<file path="src/rtl/isr_pkg.sv">
package isr_pkg;

    typedef enum logic {
        FL_CLEAR,
        FL_SET
    } flag_state_t;

    typedef enum logic [1:0] {
        UI_IDLE,
        UI_ARMED,
        UI_RAISED
    } ui_state_t;

    typedef enum logic {
        IRQ_LOW,
        IRQ_HIGH
    } irq_state_t;

endpackage

</file>
<file path="src/rtl/isr_evt_flag.sv">
module isr_evt_flag
    import isr_pkg::*;
(
    input  logic clk,
    input  logic hw_rst_n,
    input  logic sw_rst,
    input  logic stop,
    input  logic ev,
    input  logic clr,
    input  logic mask_we,
    input  logic mask_d,
    output logic flag,
    output logic mask
);

    flag_state_t st_q, st_nx;
    logic        mask_q;

    always_ff @(posedge clk or negedge hw_rst_n) begin
        if (!hw_rst_n) begin
            st_q <= FL_CLEAR;
        end else begin
            st_q <= st_nx;
        end
    end

    // capture has priority over acknowledge so no event is lost
    always_comb begin
        st_nx = st_q;
        if (sw_rst || stop) begin
            st_nx = FL_CLEAR;
        end else begin
            unique case (st_q)
                FL_CLEAR: if (ev)         st_nx = FL_SET;
                FL_SET:   if (clr && !ev) st_nx = FL_CLEAR;
                default:                  st_nx = FL_CLEAR;
            endcase
        end
    end

    always_ff @(posedge clk or negedge hw_rst_n) begin
        if (!hw_rst_n) begin
            mask_q <= 1'b1;
        end else if (sw_rst) begin
            mask_q <= 1'b1;
        end else if (mask_we) begin
            mask_q <= mask_d;
        end
    end

    always_comb begin
        flag = (st_q == FL_SET);
        mask = mask_q;
    end

endmodule

</file>
<file path="src/rtl/isr_user_fsm.sv">
module isr_user_fsm
    import isr_pkg::*;
(
    input  logic clk,
    input  logic hw_rst_n,
    input  logic sw_rst,
    input  logic stop,
    input  logic cmd_wr,
    input  logic ack_wr,
    output logic ucmd,
    output logic uflag
);

    ui_state_t st_q, st_nx;

    always_ff @(posedge clk or negedge hw_rst_n) begin
        if (!hw_rst_n) begin
            st_q <= UI_IDLE;
        end else begin
            st_q <= st_nx;
        end
    end

    always_comb begin
        st_nx = st_q;
        if (sw_rst || stop) begin
            st_nx = UI_IDLE;
        end else begin
            unique case (st_q)
                UI_IDLE:   if (cmd_wr) st_nx = UI_ARMED;
                UI_ARMED:              st_nx = UI_RAISED;
                UI_RAISED: if (ack_wr) st_nx = UI_IDLE;
                default:               st_nx = UI_IDLE;
            endcase
        end
    end

    always_comb begin
        ucmd  = (st_q != UI_IDLE);
        uflag = (st_q == UI_RAISED);
    end

endmodule

</file>
<file path="src/rtl/isr_irq_gen.sv">
module isr_irq_gen
    import isr_pkg::*;
#(
    parameter int N_SRC = 4
) (
    input  logic             clk,
    input  logic             hw_rst_n,
    input  logic             sw_rst,
    input  logic             int_en,
    input  logic [N_SRC-1:0] pend,
    output logic             summary,
    output logic             irq
);

    irq_state_t st_q, st_nx;
    logic       any_pend;

    assign any_pend = |pend;

    always_ff @(posedge clk or negedge hw_rst_n) begin
        if (!hw_rst_n) begin
            st_q <= IRQ_LOW;
        end else begin
            st_q <= st_nx;
        end
    end

    always_comb begin
        st_nx = st_q;
        if (sw_rst) begin
            st_nx = IRQ_LOW;
        end else begin
            unique case (st_q)
                IRQ_LOW:  if (int_en && any_pend)    st_nx = IRQ_HIGH;
                IRQ_HIGH: if (!(int_en && any_pend)) st_nx = IRQ_LOW;
                default:                             st_nx = IRQ_LOW;
            endcase
        end
    end

    always_comb begin
        summary = any_pend;
        irq     = (st_q == IRQ_HIGH);
    end

endmodule

</file>
<file path="src/rtl/net_irq_ctrl.sv">
module net_irq_ctrl #(
    parameter int N_EVT = 3,
    parameter int REG_W = 12
) (
    input  logic             clk,
    input  logic             hw_rst_n,
    input  logic             sw_rst,
    input  logic             stop,
    input  logic             int_en,
    input  logic             wr_en,
    input  logic [REG_W-1:0] wr_data,
    output logic [REG_W-1:0] rd_data,
    input  logic [N_EVT-1:0] ev_strobe,
    output logic             irq,
    output logic             irq_summary
);

    localparam int UF_BIT  = 2 * N_EVT;
    localparam int CMD_BIT = UF_BIT + 1;
    localparam int SUM_BIT = CMD_BIT + 1;
    localparam int N_SRC   = N_EVT + 1;

    logic [N_EVT-1:0] flag_v;
    logic [N_EVT-1:0] mask_v;
    logic [N_SRC-1:0] pend_v;
    logic             ucmd;
    logic             uflag;
    logic             wr_unused_bits;

    assign wr_unused_bits = ^wr_data[REG_W-1:SUM_BIT];

    for (genvar k = 0; k < N_EVT; k++) begin : g_evt
        isr_evt_flag u_flag (
            .clk     (clk),
            .hw_rst_n(hw_rst_n),
            .sw_rst  (sw_rst),
            .stop    (stop),
            .ev      (ev_strobe[k]),
            .clr     (wr_en && wr_data[2*k]),
            .mask_we (wr_en),
            .mask_d  (wr_data[2*k+1]),
            .flag    (flag_v[k]),
            .mask    (mask_v[k])
        );
        assign pend_v[k] = flag_v[k] && !mask_v[k];
    end

    isr_user_fsm u_user (
        .clk     (clk),
        .hw_rst_n(hw_rst_n),
        .sw_rst  (sw_rst),
        .stop    (stop),
        .cmd_wr  (wr_en && wr_data[CMD_BIT]),
        .ack_wr  (wr_en && wr_data[UF_BIT]),
        .ucmd    (ucmd),
        .uflag   (uflag)
    );

    assign pend_v[N_EVT] = uflag;

    isr_irq_gen #(.N_SRC(N_SRC)) u_irq (
        .clk     (clk),
        .hw_rst_n(hw_rst_n),
        .sw_rst  (sw_rst),
        .int_en  (int_en),
        .pend    (pend_v),
        .summary (irq_summary),
        .irq     (irq)
    );

    always_comb begin
        rd_data = '0;
        for (int k = 0; k < N_EVT; k++) begin
            rd_data[2*k]   = flag_v[k];
            rd_data[2*k+1] = mask_v[k];
        end
        rd_data[UF_BIT]  = uflag;
        rd_data[CMD_BIT] = ucmd;
        rd_data[SUM_BIT] = irq_summary;
    end

endmodule

</file>
<file path="config.mk">
export PLATFORM = sky130hd
export DESIGN_NAME = net_irq_ctrl
export DESIGN_NICKNAME = d
export VERILOG_FILES = /design/src/rtl/isr_pkg.sv /design/src/rtl/isr_evt_flag.sv /design/src/rtl/isr_user_fsm.sv /design/src/rtl/isr_irq_gen.sv /design/src/rtl/net_irq_ctrl.sv
export SDC_FILE = /design/constraint.sdc
export NUM_CORES = 1
export LEC_CHECK = 0
export BUFFER_PORTS_ARGS = -buffer_cell sky130_fd_sc_hd__buf_2
export CORE_MARGIN = 2
export CORE_UTILIZATION = 38
export CTS_CLUSTER_SIZE = 8
export DETAILED_ROUTE_END_ITERATION = 10
export PLACE_DENSITY_LB_ADDON = 0.15
export SLEW_MARGIN = 25
export SYNTH_ARGS = -nofsm -noshare
export SYNTH_HDL_FRONTEND = slang
export SYNTH_HIERARCHICAL = 1
export SYNTH_SLANG_ARGS = --single-unit
export TNS_END_PERCENT = 30
</file>
<file path="constraint.sdc">
create_clock -name clk -period 3.2 [get_ports clk]
set_input_delay 0.16 -clock clk [delete_from_list [all_inputs] [get_ports clk]]
set_output_delay 0.16 -clock clk [all_outputs]
set_load 0.005 [all_outputs]
</file>
Yosys cells after proc, flatten, opt, wreduce, memory -nomap -nowiden:

Index checks and enable logic that the tools add are counted.

* logic and storage cells: 63
* input bits: 21
* register bits after elaboration: 9
* output and inout port bits: 14

* reduce and logical (&&, ||, !) cells: 24
* mux-type cells: 24
* bitwise logic cells: 3
* equality and inequality tests: 4

Operators with widths (number)
* 1-bit 2-to-1 mux: 17
* 1-bit logical AND: 12
* 1-bit zero test: 6
* 2-bit 2-to-1 mux: 3
* 3-bit by 2-bit inequality test with 1-bit output (second input constant): 2
* 1-bit case mux with 2 select lines: 3
* 2-bit case mux with 3 select lines: 1
* 2-bit nonzero test: 2
* 4-bit OR reduction: 1
* 1-bit NOT: 3
* 2-bit by 1-bit equality test with 1-bit output (second input constant): 1
* 2-bit equality test (second input constant): 1
* 2-bit zero test: 1
* 2-bit AND reduction: 1
* 1-bit logical OR: 1

Logic depth before layout (Yosys ltp):

Gate-level depths: netlist of the first run.

* depth in word-level cells: 6
* gate-level depth with buffers: 3
* mapped depth without buffers: 3

Hierarchy:

The synthesis of the first run kept the hierarchy.

Modules (own cells, without submodules)
* isr_evt_flag: instances 3, cells an instance 7, area each 83.8 um^2, sequential area each 51.3 um^2
* isr_user_fsm: instances 1, cells an instance 8, area each 101.3 um^2, sequential area each 50.0 um^2
* net_irq_ctrl: instances 1, cells an instance 15, area each 98.8 um^2, sequential area each 0.0 um^2
* isr_irq_gen: instances 1, cells an instance 3, area each 45.0 um^2, sequential area each 25.0 um^2

Worst setup path after synthesis of the first run:

No wires, ideal clock.

* path type: flip-flop to output port
* start point: reg g_evt[1].u_flag.mask_q
* end point: out rd_data[8]
* path slack: 1.794 ns
* path buffers: 1
* cell stages (with the launch flop): 4
* data required time: 3.040 ns
* data arrival time: 1.246 ns
* cells stage by stage: dfstp_2 > nor2b_1 > or4_4 > buf_4

* cells in the longest elaborated chain, start to end: 3

Ends and longest elaborated chain
* from (decl): line isr_evt_flag.sv:17 `logic mask_q;`
* from (signal assigned): line isr_evt_flag.sv:47 `mask_q <= mask_d;`
* 1-bit zero test: line net_irq_ctrl.sv:45 `assign pend_v[k] = flag_v[k] && !mask_v[k];`
* 1-bit logical AND: line net_irq_ctrl.sv:45
* via pend_v[1]: line net_irq_ctrl.sv:25 `logic [N_SRC-1:0] pend_v;`
* 4-bit OR reduction: line isr_irq_gen.sv:18 `assign any_pend = |pend;`
* to (decl): line net_irq_ctrl.sv:12 `output logic [REG_W-1:0] rd_data,`

The timed path passes the listed nets, and every way through them passes these cells.

Final worst setup path of the first run:

Same ends and word-level chain as after synthesis.

==> implementation parameters, run 1 <==
Parameter                              Value

Run status
  Result of the run    finished clean

Timing
  Clock Skews    0.003687 ns
  Total count of max-transition violations in the final report    0
  Hold Vio Cnt, Final    0
  Final hold slack    roughly 0.12 ns
  Final-report setup violation count    0
  RSZ-0062 raised after global routing    false
  Post-layout worst setup margin    ~1.5 ns
  Peak Freq    600.8 MHz
  Clock period minus worst slack    around 1.7 ns
  Setup Total Neg Slack    0 ns
  Share of the cycle needed by the critical path after routing    52.01%

Route
  Count of vias placed by the detailed router    between 400 and 500
  Wire per inst    approximately 11 um
  Routed wire length    between 1000 and 1500 um
  Final antenna-violating net count    0
  Number of remaining DRC errors    0
  Number of violations reported at the end of detailed-routing iteration 0    2
  Post-detailed-route via-to-cell ratio    between 4 and 5
  First-pass iteration count of the detailed router    2

Yosys
  Register area share after synthesis    46.10%
  Number of synthesized register bits    9
  Leading area contributor after synthesis    sky130_fd_sc_hd__dfrtp_1
  Count of mapped cells out of synthesis    47
  Count of flip-flops with a built-in enable after synthesis    0
  Portion of synthesized cell area occupied by the leading cell type    slightly above 30%
  Area contributors post-synth    sky130_fd_sc_hd__dfrtp_1 30%, sky130_fd_sc_hd__dfstp_2 16%, sky130_fd_sc_hd__nor2b_1 13%
  Dominant synthesized flop cell    sky130_fd_sc_hd__dfrtp_1
  Average cell area after synthesis    around 11 um2
  Synth warnings    6
  Post-synth ARST share    100.0%
  Ranking of synthesized cells by instance count    10 x sky130_fd_sc_hd__nor2b_1, 6 x sky130_fd_sc_hd__buf_4, 6 x sky130_fd_sc_hd__dfrtp_1
  Most instantiated library cell after synthesis    sky130_fd_sc_hd__nor2b_1
  Summed instance area of the synthesized netlist    between 400 and 500 um2
  Post-synth cell types    16

Worst setup path
  Reg2reg setup slack    between 1.5 and 2 ns
  Type of origin of the critical path    flop
  Endpoint required time on the critical path    about 3.0 ns
  Worst setup path category    flop to output pin
  Critical path fanouts, max    3
  Critical path endpoint    rd_data[8]
  Number of cells on the worst reg-to-reg path    3
  Capturing element type of the critical path    output pin
  Critical path launch point    g_evt[1].u_flag/mask
  Endpoint of the worst-slack reg-to-reg timing path    u_irq/irq
  Startpoint of the worst-slack reg-to-reg timing path    g_evt[1].u_flag/mask
  Data arrival time at the worst-slack endpoint    approximately 1.5 ns

Global routing
  Gr ovfl total    0
  Via count of the first global-routing pass    roughly 400
  Maximum number of pins on one net before global-route repair    12
  Number of antenna violations at the first check in global routing    0
  Total routing resource utilization after global routing    between 10% and 20%
  First-pass GRT wire length    ~1500 um

Power
  Power per standard cell area    382.4 nW/um2
  Combinational share of power    approximately 16%
  Power share of the sequential group    roughly half
  Net Switching    0.05779 mW
  Switching fraction of total power    23.27%
  Clk pwr share    about a third
  Leakage    approximately 0.34 nW
  Maximum vdd drop    between 200 and 250 uV
  Internal Dissipation    between 0.15 and 0.2 mW

Run
  Number of maximum-capacitance violations    0

Finish
  Area of the multi-input gates    230.2 um2
  End-of-flow core utilization    51.85%
  Share of final-layout standard cells stronger than drive strength 1    a little under half
  Post-synthesis to final-layout area growth    30.73%
  Register area    229.0 um2
  Final antenna diode count    0
  Layout Cell Area excl Fill    roughly 650 um2
  Number of nets in the finished design    97
  Filler instances    around 120

CTS
  # Post-CTS Setup Buffers    0
  Sink Count    9
  Clk slew on worst S/H paths    ~0.050 ns
  Max H-tree Level    1
  Clock Latency Late Sink    ~0.26 ns
  Post-cts gate resize count    0
  CTS tree    done
  CTS Buf Count    3
  # hold bufs at CTS    1
  Cell chosen for the clock root    sky130_fd_sc_hd__clkbuf_4
  Buffers from clock root to sink, at most    2

Placement
  Global placer's final weighted congestion    just over 0.6
  Post-placement setup slack    roughly 1.8 ns
  Instance area after placement    roughly 610 um2
  Count of input and output buffers    27
  Final HPWL DP    between 800 and 900 um

Floorplan
  Total Die Area    ~1600 um2
  Core area    1252 um2
  Die width    40.16 um
  Initial cell density of the core    39.66%
  Top Ports    35
  Number of rows in the core area    13
  Die span in y    roughly 40 um

Min path
  Worst Hold Class    primary input to flop
[cells by family after synthesis]
| group | Yosys count | synth area share (%) |
|---|---|---|
| and+or+nand+nor | 24 | 31.74 |
| AOI/OAI and AO/OA | 7 | 12.34 |
| buffers and inverters | 6 | 9.067 |
| DFF | 9 | 46.10 |
| other | 1 | 0.7549 |
[per-layer routing]
layer / track usage, % / part of all wire (%)
met5: 0 / 0
met4: 2.586 / 0
met3: 10.00 / 8.3
met2: 28.23 / 55
met1: 15.41 / 36
[cell type report]
type	instances	share of cell area, %
well taps	15	2.890
repair buffers	28	22.35
flip-flops and latches	9	35.26
clock buffers	4	4.046
multi-input cells	34	35.45
[flip-flops by register name (all words and copies together), names as in the netlist]
signal,flops
g_evt.u_flag/flag,3
g_evt.u_flag/mask,3
u_user/st_q,2
u_irq/irq,1
[cell usage in the layout, fill, tap and decap left out]
master,instances
sky130_fd_sc_hd__or4_4,1
sky130_fd_sc_hd__clkbuf_1,1
sky130_fd_sc_hd__nor2b_1,10
sky130_fd_sc_hd__or3b_1,1
sky130_fd_sc_hd__dfrtp_1,6
sky130_fd_sc_hd__or2_1,1
sky130_fd_sc_hd__o21a_1,3
sky130_fd_sc_hd__clkbuf_4,3
sky130_fd_sc_hd__conb_1,3
sky130_fd_sc_hd__nor4b_1,1
sky130_fd_sc_hd__nor2_1,3
sky130_fd_sc_hd__a211oi_2,1
sky130_fd_sc_hd__buf_2,27
sky130_fd_sc_hd__or2b_2,1
sky130_fd_sc_hd__and3b_1,1
sky130_fd_sc_hd__dlygate4sd3_1,1
sky130_fd_sc_hd__and2_1,5
sky130_fd_sc_hd__a211o_1,3
sky130_fd_sc_hd__dfstp_2,3
[power groups by stage]
stage / clock network, mW / logic [mW] / registers (mW)
detailed placement: 0 / 0.0389 / 0.126
floorplan: 0 / 0.0195 / 0.126
global placement: 0 / 0.0382 / 0.126
finish: 0.0848 / 0.0393 / 0.124
CTS: 0.0898 / 0.0400 / 0.124
global route: 0.0977 / 0.0440 / 0.125
[worst max-delay path: stages, from the launching register on]
cell and delay (ns):
sky130_fd_sc_hd__dfstp_2 0.53, sky130_fd_sc_hd__nor2b_1 0.05, sky130_fd_sc_hd__or4_4 0.53, sky130_fd_sc_hd__buf_2 0.14
[worst min path at each step]
stage                                       to       start  slack [ns]  cells after the start
final                     g_evt[2].u_flag/mask  wr_data[5]        0.12                      2
after global routing      g_evt[1].u_flag/mask  wr_data[3]        0.10                      2
after CTS                 g_evt[2].u_flag/mask  wr_data[5]        0.11                      2
after detailed placement             u_irq/irq    hw_rst_n        0.02                      1
after global placement          u_user/st_q[0]    hw_rst_n        0.02                      1
after floorplan           g_evt[0].u_flag/flag    hw_rst_n       -0.14                      0
[metrics by stage]
step,power (mW),cells
after global routing,0.2669,90
after CTS,0.2541,90
final,0.2484,90
after global placement,0.1643,85
after floorplan,0.1456,49
after detailed placement,0.1651,85
Power figures use the tool's default switching activity.
==> run 2: changes to the inputs <==
==> constraint.sdc (replaced) <==
create_clock -name clk -period 1.72 [get_ports clk]
set_input_delay 0.086 -clock clk [delete_from_list [all_inputs] [get_ports clk]]
set_output_delay 0.086 -clock clk [all_outputs]
set_load 0.005 [all_outputs]
==> run 2 against run 1 <==
Against the previous run: clock skew is 0.0030 ns higher; largest power group unchanged; clock power is 90% higher; largest cell class unchanged; sequential cell count stayed put; critical path depth stayed put; power is 87% higher; clock-buffer cell count stayed put.
==> implementation parameters, run 2 (synthesis gave the netlist of run 1 again) <==
Parameter                              Value

Finish
  Final antenna diode count    0 (unchanged)
  Commonest cells after routing, fill and taps aside    27 x sky130_fd_sc_hd__buf_2, 10 x sky130_fd_sc_hd__nor2b_1, 6 x sky130_fd_sc_hd__dfrtp_1, 5 x sky130_fd_sc_hd__and2_1
  Number of nets in the finished design    97 (unchanged)
  Share of final-layout standard cells stronger than drive strength 1    48.00% (unchanged)
  Most frequent standard cell in the layout excluding fill and tap cells    sky130_fd_sc_hd__buf_2
  Post-synthesis to final-layout area growth    30.73% (unchanged)

Worst setup path
  Capturing element type of the critical path    output pin
  Number of cells on the worst reg-to-reg path    3 (unchanged)
  Endpoint of the worst-slack reg-to-reg timing path    u_irq/irq
  Reg2reg setup slack    0.31 ns (-1.47 ns)
  Data arrival time at the worst-slack endpoint    1.51 ns (about the same)
  Worst setup path category    flop to output pin
  Critical path fanouts, max    3 (unchanged)
  Endpoint required time on the critical path    1.63 ns (-1.41 ns)
  Startpoint of the worst-slack reg-to-reg timing path    g_evt[1].u_flag/mask
  Slowest stage delay, CP    0.53 ns (about the same)
  Number of buffer and inverter stages on the critical path    1 (unchanged)
  Type of origin of the critical path    flop
  Ordered list of cells on the worst path    nor2b_1 > or4_4 > buf_2
  Slowest stage cell, crit path    sky130_fd_sc_hd__dfstp_2
  Kind of cell adding the most delay to the critical path    simple AND/OR/NAND/NOR gates

Route
  Post-detailed-route via-to-cell ratio    4.489 (-2.9%)
  Wire per inst    11.19 um (-2.3%)
  First-pass iteration count of the detailed router    4 (+2)
  Number of remaining DRC errors    0 (unchanged)
  Count of vias placed by the detailed router    404 (-2.9%)
  Routed wire length    1007 um (-2.3%)
  Final antenna-violating net count    0 (unchanged)
  Number of violations reported at the end of detailed-routing iteration 0    1 (-1)

CTS
  Clock Latency Late Sink    0.26 ns (about the same)
  Sink Count    9 (unchanged)
  Clk slew on worst S/H paths    0.05 ns (about the same)
  Buffers from clock root to sink, at most    2 (unchanged)
  Max H-tree Level    1 (unchanged)
  Cell chosen for the clock root    sky130_fd_sc_hd__clkbuf_4
  # Post-CTS Setup Buffers    0 (unchanged)
  CTS Buf Count    3 (unchanged)
  CTS tree    done

Run status
  Result of the run    finished clean

Timing
  Final-report setup violation count    0 (unchanged)
  Total count of max-transition violations in the final report    0 (unchanged)
  Final hold slack    0.03786 ns (-0.07999 ns)
  Peak Freq    between 600 and 700 MHz
  RSZ-0062 raised after global routing    false
  Clock Skews    0.006711 ns (+0.003024 ns)
  Hold Vio Cnt, Final    0 (unchanged)
  Share of the cycle needed by the critical path after routing    a little over 90%
  Clock period minus worst slack    around 1.6 ns
  Setup Total Neg Slack    0 ns (unchanged)

Power
  Maximum vdd drop    508.5 uV (+110%)
  Power per standard cell area    716.2 nW/um2 (+87%)
  Leakage    0.3413 nW (unchanged)

Floorplan
  Initial cell density of the core    39.66% (unchanged)
  Die width    40.16 um (unchanged)
  Die span in y    40.16 um (unchanged)
  Total Die Area    1612 um2 (unchanged)
  Top Ports    35 (unchanged)
  Number of rows in the core area    13 (unchanged)
  Core area    1252 um2 (unchanged)

Global routing
  Via count of the first global-routing pass    392 (-1.8%)
  First-pass GRT wire length    1600 um (+4.5%)
  Number of antenna violations at the first check in global routing    0 (unchanged)
  Total routing resource utilization after global routing    16.63% (+0.81 points)
  Gr ovfl total    0 (unchanged)
  Maximum number of pins on one net before global-route repair    12 (unchanged)

Run
  Number of maximum-capacitance violations    0 (unchanged)

Placement
  Global placer's final weighted congestion    0.6115 (-0.11%)
  Count of input and output buffers    27 (unchanged)
  Final HPWL DP    769.5 um (-4.0%)

Min path
  Hold EP    g_evt[1].u_flag/mask
  Hold path depth    2 (unchanged)
  Origin of the worst min-delay path    wr_data[3]
  Worst Hold Class    primary input to flop
run 2: area by class of cell:
class	count	area (um2)
clock buffers	4	26.28
multi-input cells	34	230.2
repair buffers	28	145.1
well taps	15	18.77
fillers	122	603.1
flip-flops and latches	9	229.0
run 2: metal layers:
metal	GRT usage [%]	part of all wire, %	vias to the layer above
li1	-	-	204
met1	16.44	38	182
met2	29.84	53	18
met3	10.00	9.2	0
met4	2.586	0	0
met5	0	0	-
run 2: power by group:
group          switching (mW)  internal [mW]  leakage, nW
clock                  0.0722         0.0893       0.0150
combinational          0.0321         0.0406        0.213
sequential            0.00614          0.225        0.113
run 2: repair_timing:
| action | CTS | global route |
|---|---|---|
| setup endpoints to repair | 0 | 0 |
| endpoints found under the hold margin | 9 | 0 |
| gates resized for setup | 0 | 0 |
| hold buffers | 1 | 0 |
run 2: worst max-delay path by stage:
stage	from	to	slack, ns	cells after the start
floorplan	g_evt[1].u_flag/mask	u_irq/irq	0.33	3
global placement	g_evt[1].u_flag/mask	u_irq/irq	0.33	3
detailed placement	g_evt[1].u_flag/mask	u_irq/irq	0.30	3
CTS	g_evt[1].u_flag/mask	irq_summary	0.11	3
finish	g_evt[1].u_flag/mask	irq_summary	0.13	3
global route	g_evt[1].u_flag/mask	irq_summary	0.07	3
run 2: worst reg2reg max path, stage by stage (launching register included):
cell	delay, ns
sky130_fd_sc_hd__dfstp_2	0.53
sky130_fd_sc_hd__nor2b_1	0.05
sky130_fd_sc_hd__or4_4	0.53
sky130_fd_sc_hd__and3b_1	0.19
run 2: through the flow:
step | setup slack, ns | power, mW | instance area, um2 | util (%) | std cells
floorplan | 0.3331 | 0.2708 | 504.2 | - | 49
global placement | 0.3334 | 0.3055 | 613.1 | 48.95 | 85
detailed placement | 0.3010 | 0.3066 | 613.1 | 48.95 | 85
CTS | 0.1093 | 0.4743 | 649.4 | 51.85 | 90
global route | 0.06807 | 0.4977 | 649.4 | 51.85 | 90
finish | 0.1252 | 0.4651 | 649.4 | 51.85 | 90
